`src/rtl/ushift_pkg.sv`:
```
package ushift_pkg;

  typedef enum logic [1:0] {
    MODE_KEEP = 2'b00,
    MODE_UP   = 2'b01,
    MODE_DOWN = 2'b10,
    MODE_LOAD = 2'b11
  } shift_mode_e;

  // Next value of one storage bit; clear overrides every mode.
  function automatic logic stage_next(input logic        clear,
                                      input shift_mode_e mode,
                                      input logic        cur,
                                      input logic        below,
                                      input logic        above,
                                      input logic        par);
    logic nxt;
    if (clear) begin
      nxt = 1'b0;
    end else begin
      case (mode)
        MODE_KEEP: nxt = cur;
        MODE_UP:   nxt = below;
        MODE_DOWN: nxt = above;
        default:   nxt = par;
      endcase
    end
    return nxt;
  endfunction

  // The port drives only with both enables asserted and no capture pending.
  function automatic logic port_enabled(input shift_mode_e mode,
                                        input logic        en_a_n,
                                        input logic        en_b_n);
    return !en_a_n && !en_b_n && (mode != MODE_LOAD);
  endfunction

endpackage

```
`src/rtl/ushift_ctrl.sv`:
```
module ushift_ctrl
  import ushift_pkg::*;
(
  input  logic [1:0]  sel,
  input  logic        clr_n,
  input  logic        oe_a_n,
  input  logic        oe_b_n,
  output shift_mode_e mode,
  output logic        clear_ev,
  output logic        port_drive
);

  always_comb begin
    mode       = shift_mode_e'(sel);
    clear_ev   = !clr_n;
    port_drive = port_enabled(mode, oe_a_n, oe_b_n);
  end

endmodule

```
`src/rtl/ushift_stage_bank.sv`:
```
module ushift_stage_bank
  import ushift_pkg::*;
#(
  parameter int WIDTH = 8
) (
  input  logic             clk,
  input  logic             clear,
  input  shift_mode_e      mode,
  input  logic             ser_up_in,
  input  logic             ser_down_in,
  input  logic [WIDTH-1:0] par_in,
  output logic [WIDTH-1:0] q
);

  localparam int MSB = WIDTH - 1;

  logic [WIDTH-1:0] nxt;

  for (genvar i = 0; i < WIDTH; i++) begin : g_bit
    logic from_below;
    logic from_above;
    if (i == 0) begin : g_first
      assign from_below = ser_up_in;
    end else begin : g_inner_lo
      assign from_below = q[i-1];
    end
    if (i == MSB) begin : g_last
      assign from_above = ser_down_in;
    end else begin : g_inner_hi
      assign from_above = q[i+1];
    end
    assign nxt[i] = stage_next(clear, mode, q[i], from_below, from_above, par_in[i]);
  end

  always_ff @(posedge clk) begin
    q <= nxt;
  end

endmodule

```
`src/rtl/ushift_port_drv.sv`:
```
module ushift_port_drv #(
  parameter int WIDTH = 8
) (
  input  logic [WIDTH-1:0] q,
  input  logic             port_drive,
  output logic [WIDTH-1:0] data_out,
  output logic             data_oe
);

  always_comb begin
    data_oe  = port_drive;
    data_out = port_drive ? q : '0;
  end

endmodule

```
`src/rtl/ushift_bidir_reg.sv`:
```
module ushift_bidir_reg
  import ushift_pkg::*;
#(
  parameter int WIDTH = 8
) (
  input  logic             clk,
  input  logic             clr_n,
  input  logic [1:0]       sel,
  input  logic             oe_a_n,
  input  logic             oe_b_n,
  input  logic             ser_up_in,
  input  logic             ser_down_in,
  input  logic [WIDTH-1:0] data_in,
  output logic [WIDTH-1:0] data_out,
  output logic             data_oe,
  output logic             tap_lo,
  output logic             tap_hi
);

  localparam int MSB = WIDTH - 1;

  shift_mode_e      mode;
  logic             clear_ev;
  logic             port_drive;
  logic [WIDTH-1:0] state_q;

  ushift_ctrl u_ctrl (
    .sel        (sel),
    .clr_n      (clr_n),
    .oe_a_n     (oe_a_n),
    .oe_b_n     (oe_b_n),
    .mode       (mode),
    .clear_ev   (clear_ev),
    .port_drive (port_drive)
  );

  ushift_stage_bank #(.WIDTH(WIDTH)) u_bank (
    .clk         (clk),
    .clear       (clear_ev),
    .mode        (mode),
    .ser_up_in   (ser_up_in),
    .ser_down_in (ser_down_in),
    .par_in      (data_in),
    .q           (state_q)
  );

  ushift_port_drv #(.WIDTH(WIDTH)) u_port (
    .q          (state_q),
    .port_drive (port_drive),
    .data_out   (data_out),
    .data_oe    (data_oe)
  );

  assign tap_lo = state_q[0];
  assign tap_hi = state_q[MSB];

endmodule

```
`config.mk`:
```
export PLATFORM = sky130hd
export DESIGN_NAME = ushift_bidir_reg
export DESIGN_NICKNAME = d
export VERILOG_FILES = /design/src/rtl/ushift_pkg.sv /design/src/rtl/ushift_ctrl.sv /design/src/rtl/ushift_stage_bank.sv /design/src/rtl/ushift_port_drv.sv /design/src/rtl/ushift_bidir_reg.sv
export SDC_FILE = /design/constraint.sdc
export NUM_CORES = 1
export LEC_CHECK = 0
export CORE_MARGIN = 1
export CORE_UTILIZATION = 35
export CTS_CLUSTER_SIZE = 30
export DETAILED_ROUTE_END_ITERATION = 6
export MAX_ROUTING_LAYER = met4
export PLACE_DENSITY_LB_ADDON = 0.12
export SLEW_MARGIN = 30
export SYNTH_ARGS = -nofsm -noshare
export SYNTH_HDL_FRONTEND = slang
export SYNTH_SLANG_ARGS = --single-unit
export TNS_END_PERCENT = 100
```
`constraint.sdc`:
```
create_clock -name clk -period 1.45 [get_ports clk]
set_clock_uncertainty 0.2 [all_clocks]
set_input_delay 0.145 -clock clk [delete_from_list [all_inputs] [get_ports clk]]
set_output_delay 0.145 -clock clk [all_outputs]
set_load 0.005 [all_outputs]
```
Yosys cells after proc, flatten, opt, wreduce, memory -nomap -nowiden
Index checks and enable logic that the tools add are counted.
{ "word_totals": {"regBits": 8, "inputBits": 16, "output_inout_bits": 11, "wordCells": 18} }
{ "op_classes": {"eq_ne": 3, "mux": 9, "n_reduce_logical": 5} }
{ "ops": {"columns": ["op", "count"], "rows": [
  ["1-bit one-hot mux with 3 select lines", 8],
  ["8-bit two-way mux", 1],
  ["2-bit by 1-bit == test with 1-bit output (second input constant)", 1],
  ["2-bit == test (second input constant)", 1],
  ["1-bit logical AND", 2],
  ["1-bit zero test", 2],
  ["2-bit zero test", 1],
  ["2-bit != test (second input constant)", 1]
]} }

Logic depth before layout (Yosys ltp)
Gate-level depths: netlist (run 1).
{ "depth": {"depth_word": 4, "depth_mapped": 6, "mapped_depth_nobuf": 5} }

Hierarchy
Synthesis (run 1) repeated with hierarchy kept, for this count alone.
{ "hier_totals": {"cells_unflattened": 59, "area_unflattened_um2": 521.8} }
{ "modules_own_cells": {"columns": ["mod", "instances", "cells_each", "area_per_inst_um2", "seq_area_each_um2"], "rows": [
  ["ushift_stage_bank", 1, 46, 432.9, 160.2],
  ["ushift_port_drv", 1, 9, 57.6, 0.0],
  ["ushift_ctrl", 1, 4, 31.3, 0.0]
]} }

Worst setup path before layout (run 1)
OpenSTA, ideal clock, no wires.
{ "synth_timing": {"path_kind": "input to register", "start": "input sel[0]", "end": "register u_bank.q[5]", "arrival_ns": 1.004, "required_ns": 1.127, "slack_ns": 0.123, "cell_stages": 6, "path_buffers": 1, "path_cell_list": "inv_1 -> ha_1 -> or2_1 -> buf_2 -> o221ai_1 -> nor2_1"} }
{ "synth_via": {"elab_chain_len": 2} }
{ "synth_rtl": {"columns": ["item", "line_no", "source"], "rows": [
  ["start, declared", "ushift_bidir_reg.sv:8", "input logic [1:0] sel,"],
  ["2-bit == test, or another cell as far along", "ushift_pkg.sv:21", "case (mode)"],
  ["1-bit one-hot mux with 3 select lines", "ushift_pkg.sv:21", null],
  ["end signal, assigned", "ushift_stage_bank.sv:36", "q <= nxt;"],
  ["end, declared", "ushift_stage_bank.sv:12", "output logic [WIDTH-1:0] q"]
]} }
Several ways; a longest one is shown, not always the timed one.
A chain may end at the register's enable or synchronous reset.

Worst setup path after layout (run 1)
{ "layout_timing": {"start": "register u_bank.q[7]", "end": "output tap_hi"} }
{ "layout_lines": {"columns": ["item", "line_no", "source"], "rows": [
  ["end, declared", "ushift_bidir_reg.sv:17", "output logic tap_hi"]
]} }
No word-level cell between the ends.

==> run metrics, run 1 <==
outcome=finished clean; WL final=1417 um; CP Launch Type=flop; drt pass-1 iters=3; Hold Crit Endpoint=u_bank.q[7]; overall power=between 600 and 700 uW; Static Leak=0.4108 nW; antenna violations before repair=0; crit path time final=1.425 ns; starting density of the core=0.3911; period utilization=0.9828; Reg2Reg Launch Point=u_bank.q[5]; max-capacitance violation count=0; CP Buf/Inv Count=1; drt drc=0; switch share=0.2855; Die Ht=40.84 um; Slew headroom=0.7876; wire length per cell=13.24 um; Crit. End Element=output port; core region area=1350 um^2; Regs by FF count=u_bank.q (8); Die W=40.84 um; cells after synthesis=55; hold buffer count at cts=0; DP Wirelength=slightly above 900 um; hold path depth=3; crit path kind=reg2out; Logic pwr share=0.326; Mapped Nets=75; PD cells=between 700 and 800 nW/um^2; clk sinks=8; ANT cells=0; Post-DRT Antenna Nets=0; synthesized area=about 530 um^2; r2r worst-path depth=3; crit-path cells=clkdlybuf4s50_1; Data arrival, critical path=1.08 ns; routability cong.=0.7436; sequential element share of the synthesized area=0.3033; largest net degree at the start of global routing=9; Synth Warn #=0; row count=13; Setup violations, final=0; Fin Setup TNS=0 ns; worst hold path class=in2reg; IO Count=27; total track usage=0.2074; first-pass GRT wire length=2125 um; Largest register FFs=8; Clock Power Share=0.276; Layout Utilization=0.6580; RSZ-0062 raised after global routing=no; Yosys cell types=19; Worst EP required=1.11 ns; Clk Latency, worst-skew pair=0.26 ns; reg-to-reg critical path endpoint=u_bank.q[6]; placed instance area=805.8 um^2; Final Hold Viols=0; DR vias/cell=5.290; Avg Inst Size Synth=9.600 um^2; cell family with the largest share of critical-path delay=buffers and inverters; vias post-DR=about 570; hold_sp=data_in[7]; design area=a little under 900 um^2; Psw=186.7 uW; Biggest register=u_bank.q; CTS max path bufs=2; starting DRC count in detailed routing=12; layout overhead on the synthesized area=68.25%; CP max stage delay=0.49 ns; Max FO, Critical Path=2; die area=about 1700 um^2; clock root buffer=clkbuf_4; Worst IR Drop VDD=0.3869 mV; vias in the first global route=511; FF-to-FF setup slack=0.34 ns; Slowest cell on crit path=clkdlybuf4s50_1; Reg power frac=0.399; Final nets=114; Worst-Margin Slew=0.3185 ns; Pint=between 400 and 500 uW; fmax=~700 MHz; CTS Buf Count=3; CTS tree=done; Port Buf Inserts=26; grt total ovfl=0; Reg clk slew, reported paths=0.06 ns; H-tree depth=1; Seq cells post-synth=8; max-slew violation count=0; share of post-route cells with drive strength above 1=0.3913
## layout by cell type, fill, tap and decap left out, drive strengths merged
cell / n
buf: 22
clkdlybuf4s50: 12
a221oi: 8
and2: 8
dfxtp: 8
o22ai: 6
nor3b: 6
ha: 4
inv: 3
clkbuf: 3
nor2: 2
nor3: 2
clkdlybuf4s15: 2
nand2b: 1
or2: 1
o221ai: 1
nor4b: 1
dlygate4sd2: 1
dlymetal6s2s: 1
## cell usage after synthesis
| master | count | share of area |
|---|---|---|
| a221oi_1 | 7 | 0.12 |
| a221oi_2 | 1 | 0.028 |
| and2_1 | 8 | 0.095 |
| buf_2 | 1 | 0.0095 |
| buf_6 | 1 | 0.021 |
| buf_8 | 1 | 0.028 |
| clkbuf_4 | 1 | 0.014 |
| dfxtp_1 | 8 | 0.30 |
| ha_1 | 4 | 0.095 |
| inv_1 | 3 | 0.021 |
| nand2b_1 | 1 | 0.012 |
| nor2_1 | 2 | 0.014 |
| nor3_1 | 1 | 0.0095 |
| nor3_2 | 1 | 0.019 |
| nor3b_1 | 6 | 0.085 |
| nor4b_2 | 1 | 0.028 |
| o221ai_1 | 1 | 0.017 |
| o22ai_1 | 6 | 0.071 |
| or2_1 | 1 | 0.012 |
## cell families (layout without fill, tap and decap cells)
kind of cell / Yosys count / after routing / share of synthesized area
AOI/OAI and AO/OA: 15 / 15 / 0.2322
adders and majority gates: 4 / 4 / 0.09479
buffers and inverters: 7 / 44 / 0.09477
DFF: 8 / 8 / 0.3033
and+or+nand+nor: 21 / 21 / 0.2749
## how the worst max path moves through the flow
| stage | startpoint | end | slack [ns] | cells after the start |
|---|---|---|---|---|
| 6_report | u_bank.q[7] | tap_hi | 0.02 | 1 |
| 5_1_grt | u_bank.q[7] | tap_hi | 0.0009 | 1 |
| 4_1_cts | sel[1] | data_out[5] | 0.02 | 8 |
| 3_5_place_dp | sel[0] | data_out[5] | -0.64 | 6 |
| 3_3_place_gp | sel[0] | data_out[4] | -0.64 | 6 |
| 2_1_floorplan | sel[0] | u_bank.q[5] | 0.12 | 6 |
## layer usage
metal | vias to the layer above | track usage | part of all wire
li1 | 283 | - | -
met2 | 21 | 0.3320 | 0.48
met5 | - | - | 0
met1 | 257 | 0.2409 | 0.42
met3 | 5 | 0.03261 | 0.071
met4 | 0 | 0.1250 | 0.026
## cell type report
class | count | area [um^2]
Inverter | 3 | 11.26
Clock buffer | 3 | 22.52
Multi-Input combinational cell | 40 | 346.6
Timing Repair Buffer | 38 | 326.6
Fill cell | 119 | 461.7
Tap cell | 15 | 18.77
Sequential cell | 8 | 162.7
## through the flow
step,hold slack [ns],std cells,setup WS [ns]
after floorplan,0.07976,55,0.1234
after global placement,0.3530,97,-0.6386
after detailed placement,0.3696,97,-0.6424
after CTS,0.2970,107,0.01612
after global routing,0.3396,107,0.0009386
final,0.2951,107,0.02493
## power by group through the flow
stage / logic, mW / registers, mW / clock network (mW)
after floorplan: 0.0984 / 0.264 / 0
after global placement: 0.186 / 0.265 / 0
after detailed placement: 0.188 / 0.266 / 0
after CTS: 0.209 / 0.260 / 0.184
after global routing: 0.236 / 0.263 / 0.191
final: 0.213 / 0.261 / 0.180
## timing repair
action / CTS / global route
pin swaps: 3 / 1
gates cloned: 1 / 0
endpoints found under the setup margin: 19 / 8
setup buffers: 6 / 0
resized for setup: 56 / 6
Power figures use the tool's default switching activity.
==> run 2, diff against run 1 <==
--- a/config.mk
+++ b/config.mk
@@ -5,8 +5,10 @@
 export SDC_FILE = /design/constraint.sdc
 export NUM_CORES = 1
 export LEC_CHECK = 0
+export ABC_CLOCK_PERIOD_IN_PS = 1450
 export CORE_MARGIN = 1
 export CORE_UTILIZATION = 35
+export CTS_CLUSTER_DIAMETER = 100
 export CTS_CLUSTER_SIZE = 30
 export DETAILED_ROUTE_END_ITERATION = 6
 export MAX_ROUTING_LAYER = met4
@@ -14,5 +16,6 @@
 export SLEW_MARGIN = 30
 export SYNTH_ARGS = -nofsm -noshare
 export SYNTH_HDL_FRONTEND = slang
+export SYNTH_HIERARCHICAL = 1
 export SYNTH_SLANG_ARGS = --single-unit
 export TNS_END_PERCENT = 100
==> run metrics, run 2 <==
synthesized area=521.8 um^2 (-1.2%); CP max stage delay=0.49 ns (about the same); die area=1649 um^2 (-1.1%); number of flops mapped to enable cells by yosys=0 (unchanged); switch share=0.2927 (+0.007135); Reg power frac=0.422 (+0.023); DP Wirelength=924.6 um (+0.48%); row count=13 (unchanged); top layer in use=met4; Setup violations, final=0 (unchanged); Yosys cell types=17 (-2); outcome=finished clean; grt total ovfl=0 (unchanged); ys flop type=dfxtp_1; layout overhead on the synthesized area=54.20%; most frequent cells in the layout=clkdlybuf4s50_1, nor3_1, o22ai_1, and2_1; DR vias/cell=5.667 (+7.1%); CP Buf/Inv Count=1 (unchanged); Psw=185.1 uW (-0.82%); CP Launch Type=flop; CTS max path bufs=2 (unchanged); Static Leak=0.3707 nW (-9.8%); total track usage=0.1829 (-0.02453); largest net degree at the start of global routing=9 (unchanged); Clock Power Share=0.280 (+0.004); H-tree depth=1 (unchanged); Data arrival, critical path=1.06 ns (-0.02 ns); worst hold path class=in2reg; Slowest cell on crit path=clkdlybuf4s50_1; fillcell total=133 (+12%); CTS tree=done; Biggest register=u_bank/q; clock root buffer=clkbuf_4; drt pass-1 iters=4 (+1); leading area contributor after synthesis=dfxtp_1; Max FO, Critical Path=2 (unchanged); Crit. End Element=output port; Regs by FF count=u_bank/q (8); routability cong.=0.7929 (+6.6%); Post-DRT Antenna Nets=0 (unchanged); Final Hold Viols=0 (unchanged); Slew headroom=0.7740 (-0.01368); drt drc=0 (unchanged); crit path kind=reg2out; share of post-route cells with drive strength above 1=0.3103 (-0.08096); PD cells=786.3 nW/um^2 (+6.8%); Seq cells post-synth=8 (unchanged); WL final=1431 um (+0.99%); Logic pwr share=0.298 (-0.028); core region area=1350 um^2 (unchanged); Synth top cells by count=and2_1, dfxtp_1, nor3_1, a221oi_1, o22ai_1; met3 wire len=155 um (+55%); Worst-Margin Slew=0.3391 ns (+0.02052 ns); area of the multi-input gates=301.5 um^2 (-13%); ANT cells=0 (unchanged); Final nets=108 (-5.3%); storage element area=162.7 um^2 (unchanged); Die W=40.61 um (-0.56%); Mapped Nets=78 (+4.0%); M1 WL=598 um (-0.66%); RSZ-0062 raised after global routing=no; cell family with the largest share of critical-path delay=buffers and inverters; crit path time final=1.409 ns (-0.01605 ns); Avg Inst Size Synth=8.843 um^2 (-7.9%); sequential element share of the synthesized area=0.3070 (+0.003637); top post-synthesis cells by area=dfxtp_1, a221oi_1, and2_1, o22ai_1, nor3_1; clk sinks=8 (unchanged); wire length per cell=14.03 um (+5.9%); crit-path cells=clkdlybuf4s50_1; starting density of the core=0.3865 (-0.004634); max-capacitance violation count=0 (unchanged); antenna violations before repair=0 (unchanged); Final Worst Setup Slack=0.04098 ns (+0.01605 ns); CTS Buf Count=3 (unchanged); FF-to-FF setup slack=0.32 ns (-0.02 ns); IO Count=27 (unchanged); Die Ht=40.61 um (-0.56%); hold buffer count at cts=0 (unchanged); most common cell after layout, fill and taps aside=clkdlybuf4s50_1; Pint=447.4 uW (-4.2%); first-pass GRT wire length=1973 um (-7.2%); Worst EP required=1.11 ns (about the same); fmax=709.7 MHz (+1.1%); overall power=632.6 uW (-3.2%); Met2 Routed Length=662 um (-2.2%); Reg clk slew, reported paths=0.05 ns (about the same); Synth Warn #=6 (+6); vias in the first global route=487 (-4.7%); Port Buf Inserts=26 (unchanged); Largest register FFs=8 (unchanged); cells after synthesis=59 (+7.3%); period utilization=0.9717 (-0.01107); Async SR Flop Fraction=0 (unchanged); Post-Place Worst Slack=-0.5366 ns (+0.1057 ns); vias post-DR=578 (+2.1%); max-slew violation count=0 (unchanged); Worst IR Drop VDD=0.4684 mV (+21%); starting DRC count in detailed routing=8 (-4); Clk Latency, worst-skew pair=0.26 ns (about the same); top-area cell type share of the netlist area=0.3070 (+0.003637)
[run 2: cell count changes in the layout (fill, tap and decap cells not counted), moves of 2 or more]
cell and delta:
clkbuf_2 +3, inv_1 +2, buf_6 -3, nor3b_1 -6, nor3_1 +7, clkdlybuf4s15_1 +2, buf_2 -3, buf_4 -4
nor2_1 -2
[run 2: repair_timing]
| item | in CTS | in global routing |
|---|---|---|
| resized for setup | 36 | 11 |
| setup endpoints to repair | 19 | 17 |
| gates cloned | 1 | 0 |
| pin swaps | 1 | 1 |
| endpoints found under the hold margin | 0 | 0 |
| buffers inserted | 3 | 0 |
[run 2: logic make-up after synthesis]
kind of cell               after synthesis  share of synthesized area
AOI/OAI and AO/OA                       17                     0.2830
adders and majority gates                3                    0.07195
buffers and inverters                   13                     0.1415
DFF                                      8                     0.3069
and+or+nand+nor                         18                     0.1967
[run 2: final timing paths]
| path | startpoint | to | cells past startpoint |
|---|---|---|---|
| setup / recovery | u_bank/q[0] | tap_lo | 1 |
| hold reg to reg | u_bank/q[1] | u_bank/q[1] | 2 |
| hold / removal | clr_n | u_bank/q[1] | 3 |
| setup reg to reg | u_bank/q[1] | u_bank/q[1] | 2 |
[run 2: layout make-up]
| type | count | share of cell area |
|---|---|---|
| Multi-Input combinational cell | 38 | 0.3748 |
| Timing Repair Buffer | 33 | 0.3484 |
| Sequential cell | 8 | 0.2022 |
| Clock buffer | 3 | 0.02799 |
| Inverter | 5 | 0.02333 |
| Tap cell | 15 | 0.02333 |
[run 2: tightest hold or removal path: stages]
cell and delay, ns:
clkdlybuf4s50_1 0.40, inv_1 0.08, a2111oi_2 0.05
[run 2: through the flow]
step	instance area (um^2)	utilization	hold slack, ns	TNS, ns	std cells
2_1_floorplan	521.8	-	0.1482	0	59
3_3_place_gp	768.2	0.5690	0.2954	-8.205	95
3_5_place_dp	768.2	0.5690	0.3119	-8.441	95
4_1_cts	802.0	0.5941	0.2762	-0.0007619	102
5_1_grt	804.5	0.5959	0.3168	0	102
6_report	804.5	0.5959	0.2762	0	102
[run 2: per-layer routing]
metal	track usage	vias to the layer above
li1	-	275
met1	0.2290	265
met2	0.2976	36
met3	0.03804	2
met4	0.05000	0
met5	-	-
[run 2: power by group through the flow]
| stage | clock network, mW | logic (mW) | registers, mW |
|---|---|---|---|
| finish | 0.177 | 0.188 | 0.267 |
| global route | 0.184 | 0.205 | 0.270 |
| CTS | 0.176 | 0.181 | 0.265 |
| detailed placement | 0 | 0.176 | 0.270 |
| global placement | 0 | 0.175 | 0.269 |
| floorplan | 0 | 0.103 | 0.265 |
